File: src/rtl/gapref_pkg.sv
package gapref_pkg;

  typedef enum logic [1:0] {PH_LOC = 2'd0, PH_CNT = 2'd1, PH_DIV = 2'd2} phase_t;

  // Effective upper edge in fixed point (F = kl fraction bits): top of bin minus width.
  function automatic longint efx_upper(longint bin, longint q, int kl);
    return ((bin + 64'sd1) <<< (2 * kl)) - q;
  endfunction

  // Effective lower edge: bottom of bin plus width, minus one code.
  function automatic longint efx_lower(longint bin, longint q, int kl);
    return (bin <<< (2 * kl)) + q - (64'sd1 <<< kl);
  endfunction

  // Round half up to an integer code (arithmetic shift floors).
  function automatic longint round_lsb(longint v, int kl);
    return (v + (64'sd1 <<< (kl - 1))) >>> kl;
  endfunction

endpackage

File: src/rtl/gapref_div.sv
module gapref_div #(
  parameter int NW   = 10,
  parameter int DENW = 6
) (
  input  logic            clk,
  input  logic            rst_n,
  input  logic            start_i,
  input  logic [NW-1:0]   num_i,
  input  logic [DENW-1:0] den_i,
  output logic [NW-1:0]   quo_o,
  output logic            vld_o
);
  localparam int CNTW = $clog2(NW + 1);

  logic [DENW-1:0] rem_q, den_q;
  logic [NW-1:0]   sh_q, num_q;
  logic [CNTW-1:0] cnt_q;
  logic            busy_q, vld_q;

  logic [DENW:0]   trial;
  logic            ge;
  logic [DENW-1:0] rem_nx;

  assign trial  = {rem_q, sh_q[NW-1]};
  assign ge     = trial >= {1'b0, den_q};
  assign rem_nx = ge ? DENW'(trial - {1'b0, den_q}) : trial[DENW-1:0];

  always_ff @(posedge clk or negedge rst_n) begin
    if (!rst_n) begin
      rem_q  <= '0;
      den_q  <= '0;
      sh_q   <= '0;
      num_q  <= '0;
      cnt_q  <= '0;
      busy_q <= 1'b0;
      vld_q  <= 1'b0;
    end else if (start_i) begin
      rem_q  <= '0;
      den_q  <= den_i;
      num_q  <= num_i;
      sh_q   <= (den_i == '0) ? '0 : num_i;
      cnt_q  <= CNTW'(NW);
      busy_q <= (den_i != '0);
      vld_q  <= (den_i == '0);
    end else if (busy_q) begin
      rem_q <= rem_nx;
      sh_q  <= {sh_q[NW-2:0], ge};
      cnt_q <= cnt_q - 1'b1;
      if (cnt_q == CNTW'(1)) begin
        busy_q <= 1'b0;
        vld_q  <= 1'b1;
      end
    end
  end

  assign quo_o = sh_q;
  assign vld_o = vld_q;

  // a finished quotient satisfies the division identity
  assert_quot_ident_R6: assert property (@(posedge clk) disable iff (!rst_n)
    ($rose(vld_o) && den_q != '0) |->
      (longint'(quo_o) * longint'(den_q) <= longint'(num_q)) &&
      (longint'(num_q) - longint'(quo_o) * longint'(den_q) < longint'(den_q)));

  // a zero divisor skips the division
  assert_skip_zero_R7: assert property (@(posedge clk) disable iff (!rst_n)
    (start_i && den_i == '0) |=> vld_o);

endmodule

File: src/rtl/gapref_side.sv
module gapref_side
  import gapref_pkg::*;
#(
  parameter int DW    = 8,
  parameter int KLOG  = 2,
  parameter int CW    = 6,
  parameter bit UPPER = 1'b0
) (
  input  logic               clk,
  input  logic               rst_n,
  input  phase_t             phase_i,
  input  logic [DW-1:0]      smp_i,
  input  logic               dbit_i,
  input  logic               take_i,
  input  logic               lock_i,
  input  logic               start_i,
  input  logic               clr_i,
  output logic signed [63:0] edge_fx_o,
  output logic               vld_o
);
  localparam int BW = DW - KLOG;
  localparam int NW = CW + 2 * KLOG;
  localparam logic [DW-1:0] EXT_INIT = UPPER ? {DW{1'b1}} : {DW{1'b0}};
  localparam logic [BW-1:0] BIN_END  = UPPER ? {BW{1'b1}} : {BW{1'b0}};
  localparam logic [CW-1:0] CMAX     = {CW{1'b1}};

  logic [DW-1:0] ext_q;
  logic [BW-1:0] bin_q, nbr_bin, sbin;
  logic [CW-1:0] cnt_e_q, cnt_n_q;
  logic          mine, better, nbr_ok, e_hit, n_hit;
  logic [NW-1:0] quo;

  assign mine    = (dbit_i == UPPER);
  assign sbin    = smp_i[DW-1:KLOG];
  assign better  = UPPER ? (smp_i < ext_q) : (smp_i > ext_q);
  assign nbr_ok  = (bin_q != BIN_END);
  assign nbr_bin = UPPER ? bin_q + 1'b1 : bin_q - 1'b1;
  assign e_hit   = (phase_i == PH_CNT) && take_i && mine && (sbin == bin_q);
  assign n_hit   = (phase_i == PH_CNT) && take_i && mine && nbr_ok && (sbin == nbr_bin);

  always_ff @(posedge clk or negedge rst_n) begin
    if (!rst_n) begin
      ext_q   <= EXT_INIT;
      bin_q   <= '0;
      cnt_e_q <= '0;
      cnt_n_q <= '0;
    end else begin
      if (clr_i)
        ext_q <= EXT_INIT;
      else if (phase_i == PH_LOC && take_i && mine && better)
        ext_q <= smp_i;
      if (lock_i) begin
        bin_q   <= ext_q[DW-1:KLOG];
        cnt_e_q <= '0;
        cnt_n_q <= '0;
      end else begin
        if (e_hit && cnt_e_q != CMAX) cnt_e_q <= cnt_e_q + 1'b1;
        if (n_hit && cnt_n_q != CMAX) cnt_n_q <= cnt_n_q + 1'b1;
      end
    end
  end

  gapref_div #(.NW(NW), .DENW(CW)) u_div (
    .clk     (clk),
    .rst_n   (rst_n),
    .start_i (start_i),
    .num_i   ({cnt_e_q, {(2 * KLOG){1'b0}}}),
    .den_i   (cnt_n_q),
    .quo_o   (quo),
    .vld_o   (vld_o)
  );

  always_comb begin
    if (cnt_n_q == '0)
      edge_fx_o = longint'(ext_q) <<< KLOG;
    else if (UPPER)
      edge_fx_o = efx_upper(longint'(bin_q), longint'(quo), KLOG);
    else
      edge_fx_o = efx_lower(longint'(bin_q), longint'(quo), KLOG);
  end

  // the extreme only moves outward until cleared
  assert_ext_outward_R2: assert property (@(posedge clk) disable iff (!rst_n)
    !clr_i |=> (UPPER ? (ext_q <= $past(ext_q)) : (ext_q >= $past(ext_q))));

  // counts never wrap
  assert_no_wrap_R10: assert property (@(posedge clk) disable iff (!rst_n)
    !lock_i |=> (cnt_e_q >= $past(cnt_e_q)) && (cnt_n_q >= $past(cnt_n_q)));

  // an out-of-range neighbour bin stays empty
  assert_guard_R5: assert property (@(posedge clk) disable iff (!rst_n)
    (phase_i != PH_LOC && !nbr_ok) |-> (cnt_n_q == '0));

endmodule

File: src/rtl/gapref_top.sv
module gapref_top
  import gapref_pkg::*;
#(
  parameter int DW   = 8,
  parameter int KLOG = 2,
  parameter int CW   = 16
) (
  input  logic                 clk,
  input  logic                 rst_n,
  input  logic [DW-1:0]        smp_i,
  input  logic                 dbit_i,
  input  logic                 vld_i,
  input  logic                 blk_end_i,
  output logic signed [DW+1:0] gap_o,
  output logic                 done_o
);
  localparam int GW = DW + 2;

  phase_t             ph_q;
  logic               take, lock, start, fin;
  logic signed [63:0] edge_fx [2];
  logic               side_vld [2];
  logic signed [GW-1:0] gap_q;
  logic               done_q;

  assign take  = vld_i && !blk_end_i;
  assign lock  = (ph_q == PH_LOC) && blk_end_i;
  assign start = (ph_q == PH_CNT) && blk_end_i;
  assign fin   = (ph_q == PH_DIV) && side_vld[0] && side_vld[1];

  for (genvar g = 0; g < 2; g++) begin : g_side
    gapref_side #(.DW(DW), .KLOG(KLOG), .CW(CW), .UPPER(g == 1)) u_side (
      .clk       (clk),
      .rst_n     (rst_n),
      .phase_i   (ph_q),
      .smp_i     (smp_i),
      .dbit_i    (dbit_i),
      .take_i    (take),
      .lock_i    (lock),
      .start_i   (start),
      .clr_i     (fin),
      .edge_fx_o (edge_fx[g]),
      .vld_o     (side_vld[g])
    );
  end

  always_ff @(posedge clk or negedge rst_n) begin
    if (!rst_n) begin
      ph_q   <= PH_LOC;
      gap_q  <= '0;
      done_q <= 1'b0;
    end else begin
      done_q <= fin;
      unique case (ph_q)
        PH_LOC: if (blk_end_i) ph_q <= PH_CNT;
        PH_CNT: if (blk_end_i) ph_q <= PH_DIV;
        default: if (fin) begin
          ph_q  <= PH_LOC;
          gap_q <= GW'(round_lsb(edge_fx[1] - edge_fx[0], KLOG));
        end
      endcase
    end
  end

  assign gap_o  = gap_q;
  assign done_o = done_q;

  // done is a single-cycle pulse following the division phase
  assert_done_pulse_R9: assert property (@(posedge clk) disable iff (!rst_n)
    done_o |=> !done_o);
  assert_done_after_div_R9: assert property (@(posedge clk) disable iff (!rst_n)
    done_o |-> (ph_q == PH_LOC) && ($past(ph_q) == PH_DIV));

  // estimate is stable outside done
  assert_hold_R11: assert property (@(posedge clk) disable iff (!rst_n)
    !done_o |-> $stable(gap_o));

endmodule

File: config.mk
export PLATFORM = sky130hd
export DESIGN_NAME = gapref_top
export DESIGN_NICKNAME = d
export VERILOG_FILES = /design/src/rtl/gapref_pkg.sv /design/src/rtl/gapref_div.sv /design/src/rtl/gapref_side.sv /design/src/rtl/gapref_top.sv
export SDC_FILE = /design/constraint.sdc
export NUM_CORES = 1
export LEC_CHECK = 0
export ABC_AREA = 1
export BUFFER_PORTS_ARGS = -buffer_cell sky130_fd_sc_hd__buf_2
export CAP_MARGIN = 30
export CORE_AREA = 4 4 223 247
export CTS_CLUSTER_DIAMETER = 80
export DETAILED_ROUTE_END_ITERATION = 10
export DIE_AREA = 0 0 227 251
export PLACE_DENSITY = 0.51
export SLEW_MARGIN = 20
export SYNTH_ARGS = -nofsm -noshare
export SYNTH_HDL_FRONTEND = slang
export SYNTH_HIERARCHICAL = 1
export SYNTH_SLANG_ARGS = --single-unit
File: constraint.sdc
create_clock -name clk -period 6.8 [get_ports clk]
set_input_delay 1.7 -clock clk [delete_from_list [all_inputs] [get_ports clk]]
set_output_delay 1.7 -clock clk [all_outputs]
set_load 0.02 [all_outputs]
==> reports/qor.yml, run 1 <==
worst_setup_path:
  path_common_cell: "nand2_1"
  cpMaxStageDelayCell: "dfrtp_1"
  critPathCaptureType: "register"
  max_stage_delay_ns: 0.43
  cp-start-kind: "register"
  path_max_fanout: 6
  worstPathArrival_ns: 4.10
  worstPathCellList: "ha_1 > nand2_2 > nor2_2 > inv_2 > nand2_1 > o21ai_0 > inv_1 > ha_1 > a21oi_1 > o21ai_0 > nor2_1 > nand2_1 > nand2_1 > nand2_1 > o22ai_1 > ha_1 > ha_1 > nand2_1 > inv_1 > a21oi_1 > nand3_1 > nand2_1 > nand3_1 > nand2_1"
  worstSetupPathType: "reg -> reg"
  critPathRequiredTime_ns: 7.29
layout:
  area_growth_pct: 10.5
  stdcell_count: 3132
  nNetsFinal: 2554
  diodes: 0
  drive_gt1_frac: 0.0745
global_routing:
  overflow: 0
  grt_pass1_wl_mm: 73.6
  antenna_found_initial: 0
  track_usage: 0.153
  first_global_vias: 14500
  grt_max_degree: 131
floorplanning:
  dieArea_um2: 57000
  initial_core_util: 0.317
  die_height_um: 251
  die_x_um: 227
  core_um2: 52300
  rows: 88
  ios: 24
routing:
  vias: 14900
  wl_mm: 43.8
  firstDrtPassIters: 5
  drc: 0
  ant_nets: 0
  wire_per_inst_um: 14.0
  drt-initial-drc-count: 893
  viasPerCell: 4.74
cts:
  cts_tree: "built"
  cts_resized: 0
  cts_hold_buf: 0
  root_buffer: "clkbuf_16"
  clock_latency_ns: 0.55
  cts.sinks: 223
  cts_setup_buffers: 0
  cts_buffer_depth: 3
  htree_levels: 1
  numCtsBuffers: 28
  path_clk_slew_ns: 0.06
timing:
  fin_crit_ns: 3.61
  relSlewSlack: 0.486
  fmax_ghz: 0.277
  setup-violations-final: 0
  hold_viol_final: 0
  post-route-period-util: 0.531
  drv_slew: 0
  worst_pin_slew_ns: 0.771
  grt_setup_unrepaired: "no"
  finalClockSkew_ns: 0.0121
  tns_ns: 0
hold_path:
  hold_path.class: "reg -> reg"
pwr:
  ir_drop_mv: 0.162
  p_leak_uw: 0.00954
  power.density_nw_per_um2: 160
place:
  gp_congestion: 0.857
  hpwlAfterDp_mm: 32.7
  port_buffers: 23
  dp_cells: 3079
synth:
  syn_avg_cell_area_um2: 6.82
  ys_warn_count: 6
  postSynthCellCount: 2432
  syn-cell-area_um2: 16600
outcome:
  outcome: "complete, no violations"
run:
  max_cap_viol_count: 0
## power by group
| group | total (uW) | switching [uW] | internal (uW) |
|---|---|---|---|
| clock | 1510 | 591 | 922 |
| combinational | 94.8 | 69.9 | 25.0 |
| sequential | 1330 | 0.726 | 1330 |
| total | 2940 | 662 | 2280 |
## placed cells by master (no fill, tap or decap), types with 10 or more instances in the layout
cell type  instances
a21oi_1           45
buf_2             22
clkbuf_16         29
dfrtp_1          215
ha_1             102
inv_1            360
inv_2             16
nand2_1          740
nand2_2           14
nand3_1          323
nand3_2           15
nand3b_1          13
nand4_1           62
nor2_1           171
nor2_2            21
nor3_1            13
o21ai_0           90
o21ai_1           10
xnor2_1           27
xor2_1            57
## state kept, by name, summed over array words and instances, names as in the netlist
signal,flops
done_o,1
g_side.u_side/bin_q,12
g_side.u_side/cnt_e_q,32
g_side.u_side/cnt_n_q,32
g_side.u_side/ext_q,16
g_side.u_side/u_div/busy_q,2
g_side.u_side/u_div/cnt_q,10
g_side.u_side/u_div/den_q,32
g_side.u_side/u_div/quo_o,40
g_side.u_side/u_div/rem_q,32
g_side.u_side/u_div/vld_o,2
gap_o,10
ph_q,2
## layout make-up
| cell class | instances | area [um^2] |
|---|---|---|
| inverter | 378 | 1420 |
| tap | 675 | 845 |
| sequential | 223 | 5590 |
| clock inverter | 11 | 116 |
| timing repair buffer | 33 | 240 |
| clock buffer | 41 | 831 |
| fill | 5577 | 34000 |
| multi-input combinational | 1771 | 9290 |
## per-layer routing
layer	up-vias	global-route usage	routed length (um)
met2	209	0.258	20500
met4	0	0.0280	546
met1	6904	0.216	21200
li1	7708	-	-
met3	33	0.0163	1560
met5	-	0	0
## worst paths after layout
kind / start / endpoint / cells past startpoint / slack (ns)
max: g_side[1].u_side/bin_q[0] / gap_o[8] / 24 / 3.19
min: gap_o[5] / gap_o[5] / 2 / 0.48
max reg2reg: g_side[1].u_side/bin_q[0] / gap_o[8] / 24 / 3.19
min reg2reg: gap_o[5] / gap_o[5] / 2 / 0.48
max in group asynchronous: rst_n / g_side[1].u_side/u_div/quo_o[2] / 2 / 4.41
min in group asynchronous: rst_n / g_side[0].u_side/cnt_n_q[4] / 1 / 1.19
## worst max-delay path: cells and delay by family, from the launching register on
kind,cells,cell delay (ns)
buffers and inverters,3,0.16
DFF,1,0.43
and+or+nand+nor,12,0.92
AOI/OAI and AO/OA,5,0.76
adders and majority gates,4,1.27
## through the flow
stage                     setup slack [ns]  hold slack (ns)  power (uW)  instance area, um^2   util
after floorplan                       3.67            0.446        1400                16600      -
after global placement                2.49            0.463        1450                17300  0.331
after detailed placement              2.94            0.464        1450                17400  0.332
after CTS                             3.14            0.478        3000                18300  0.350
after global routing                  2.81            0.510        3070                18300  0.350
final                                 3.19            0.483        2940                18300  0.350
Note: power is estimated with default switching activity, not from simulation.
==> run 2: changes to the inputs <==
ABC_AREA = 0   (was 1)
CORE_AREA = 4 4 212 235   (was 4 4 223 247)
DIE_AREA = 0 0 216 239   (was 0 0 227 251)
clock period = 3.8 ns   (was 6.8 ns; I/O delays follow)
==> run 2 against run 1 <==
  * Routed wire length shrank 13%
  * Core utilization is 0.91 points higher
  * First-iteration DRC count down 45%
  * Power grew to 5.1 times the previous value
  * Sequential cell count stayed put
  * Fmax about the same
  * Critical path depth fell by 12
  * Combinational power grew to 90 times the previous value
  * Design area shrank 7.0%
  * Area after synthesis shrank 9.8%
  * Count of clock-buffer cells in the layout increased by 3
==> reports/qor.yml, run 2 <==
outcome:
  outcome: "complete, no violations"
synth:
  syn_avg_cell_area_um2: 8.94  # +31%
  syn-cell-area_um2: 15000  # -9.8%
  ys_warn_count: 6  # unchanged
  postSynthCellCount: 1674  # -31%
worst_setup_path:
  cp-start-kind: "register"
  worstPathCellList: "nor4_1 > nand4_1 > and2_1 > inv_1 > ha_1 > or2_2 > fa_1 > nand2b_1 > a21oi_2 > o211ai_1 > mux2i_1 > o311ai_0"
  worstSetupPathType: "reg -> reg"
  r2r_start: "g_side[1].u_side/cnt_n_q[5]"
  reg2regPathDepth: 12  # -50%
  reg2reg_slack_ns: 0.19  # -3.00 ns
  crit_family: "simple AND/OR/NAND/NOR gates"
  critical_path_buf_inv_count: 1  # -2
  critPathCaptureType: "register"
  r2r-end: "gap_o[7]"
  worstPathArrival_ns: 4.01  # -0.09 ns
  critPathRequiredTime_ns: 4.20  # -3.09 ns
  max_stage_delay_ns: 0.47  # +0.04 ns
  path_max_fanout: 7  # +1
  cpMaxStageDelayCell: "nor4_1"
place:
  port_buffers: 23  # unchanged
  placed_cell_area_um2: 15900  # -8.2%
  hpwlAfterDp_mm: 26.8  # -18%
  gp_congestion: 0.860  # +0.36%
global_routing:
  antenna_found_initial: 1  # +1
  grt_max_degree: 77  # -41%
  grt_pass1_wl_mm: 63.5  # -14%
  overflow: 0  # unchanged
  first_global_vias: 12200  # -15%
  track_usage: 0.146  # -0.00778
layout:
  final_cell_mix: "212 x dfrtp_1, 158 x nand2_1, 127 x inv_1, 119 x o21ai_0, 112 x nor2_1"
  nNetsFinal: 1817  # -29%
  final_common_cell: "dfrtp_1"
  largest_register_ffs: 40  # unchanged
  area_growth_pct: 13.8
  final_area_um2: 17000  # -7.0%
  drive_gt1_frac: 0.113  # +0.0384
  fillers: 4841  # -13%
  diodes: 0  # unchanged
routing:
  wl_mm: 38.1  # -13%
  wire_per_inst_um: 16.1  # +15%
  viasPerCell: 5.12  # +8.0%
  drc: 0  # unchanged
  firstDrtPassIters: 4  # -1
  vias: 12100  # -18%
  drt-initial-drc-count: 493  # -45%
  ant_nets: 0  # unchanged
pwr:
  p_clk_frac: 0.188  # -0.327
  switching_share: 0.428  # +0.203
  p_comb_frac: 0.565  # +0.533
  p_leak_uw: 0.00718  # -25%
  power.density_nw_per_um2: 885  # +450%
  ir_drop_mv: 0.401  # +150%
  internal_power_uw: 8620  # +280%
  p_seq_frac: 0.247  # -0.206
  power_uw: 15100  # +410%
  p_sw_uw: 6460  # +880%
floorplanning:
  ios: 24  # unchanged
  core_um2: 47400  # -9.4%
  initial_core_util: 0.316  # -0.00134
  die_x_um: 216  # -4.8%
  die_height_um: 239  # -4.8%
  dieArea_um2: 51600  # -9.4%
  rows: 84  # -4.5%
timing:
  holdWs_ns: 0.403  # -0.0798 ns
  setup-violations-final: 0  # unchanged
  tns_ns: 0  # unchanged
  fmax_ghz: 0.277  # about the same
  drv_slew: 0  # unchanged
  relSlewSlack: 0.507  # +0.0209
  fin_crit_ns: 3.61  # -0.000199 ns
  grt_setup_unrepaired: "no"
  worst_pin_slew_ns: 0.740  # -0.0313 ns
  post-route-period-util: 0.950  # +0.419
  finalClockSkew_ns: 0.0112  # -0.000894 ns
  hold_viol_final: 0  # unchanged
cts:
  clock_latency_ns: 0.55  # about the same
  cts.sinks: 223  # unchanged
  cts_hold_buf: 0  # unchanged
  cts_buffer_depth: 3  # unchanged
  cts_tree: "built"
  numCtsBuffers: 29  # +3.6%
  root_buffer: "clkbuf_16"
  path_clk_slew_ns: 0.06  # about the same
  htree_levels: 1  # unchanged
hold_path:
  hold_path.class: "in -> async"
run:
  max_cap_viol_count: 0  # unchanged
## run 2: worst max path at each step
stage	from	to	slack [ns]	cells past startpoint
2_1_floorplan	g_side[0].u_side/bin_q[1]	gap_o[9]	0.23	18
3_3_place_gp	g_side[0].u_side/bin_q[1]	gap_o[9]	0.13	18
3_5_place_dp	g_side[1].u_side/bin_q[0]	gap_o[9]	0.07	14
4_1_cts	g_side[1].u_side/bin_q[0]	gap_o[9]	0.04	14
5_1_grt	g_side[1].u_side/cnt_n_q[0]	gap_o[6]	0.007	13
6_report	g_side[1].u_side/cnt_n_q[5]	gap_o[7]	0.19	12
## run 2: per-stage QoR
stage          worst slack [ns]  utilization  cells
2_1_floorplan             0.231            -   1680
4_1_cts                  0.0355        0.357   2363
3_5_place_dp             0.0693        0.336   2311
3_3_place_gp              0.126        0.336   2310
6_report                  0.189        0.359   2364
5_1_grt                 0.00728        0.359   2364
## run 2: layer usage
metal	track usage	share of wire	wire length, um
met2	0.251	0.48	18200
met3	0.0208	0.030	1140
met1	0.193	0.46	17700
met5	0	0.00029	11
met4	0.0382	0.028	1060
## run 2: repair_timing
action	4_1_cts	5_1_grt
setup buffers	0	1
resized for setup	0	24
endpoints found under the setup margin	0	4
## run 2: power groups by stage
stage | registers, uW | logic (uW) | clock network, uW
after floorplan | 3550 | 6570 | 0
after global placement | 3750 | 8120 | 0
after detailed placement | 3760 | 8180 | 0
after CTS | 3730 | 8260 | 2940
after global routing | 3820 | 9600 | 3030
final | 3720 | 8510 | 2840
## run 2: layout make-up
class | instances | area (um^2) | share of cell area
multi-input cells | 1241 | 8630 | 0.507
flip-flops and latches | 223 | 5590 | 0.328
clock buffers | 44 | 842 | 0.0494
well taps | 645 | 807 | 0.0474
repair buffers | 75 | 541 | 0.0317
inverters | 128 | 480 | 0.0282
clock inverters | 8 | 143 | 0.00837
## run 2: worst reg2reg max path, cell delays in order, from the launching register on
cell,delay (ns)
dfrtp_1,0.44
nor4_1,0.47
nand4_1,0.30
and2_1,0.29
inv_1,0.07
ha_1,0.26
or2_2,0.33
fa_1,0.40
nand2b_1,0.19
a21oi_2,0.22
o211ai_1,0.14
mux2i_1,0.19
o311ai_0,0.16
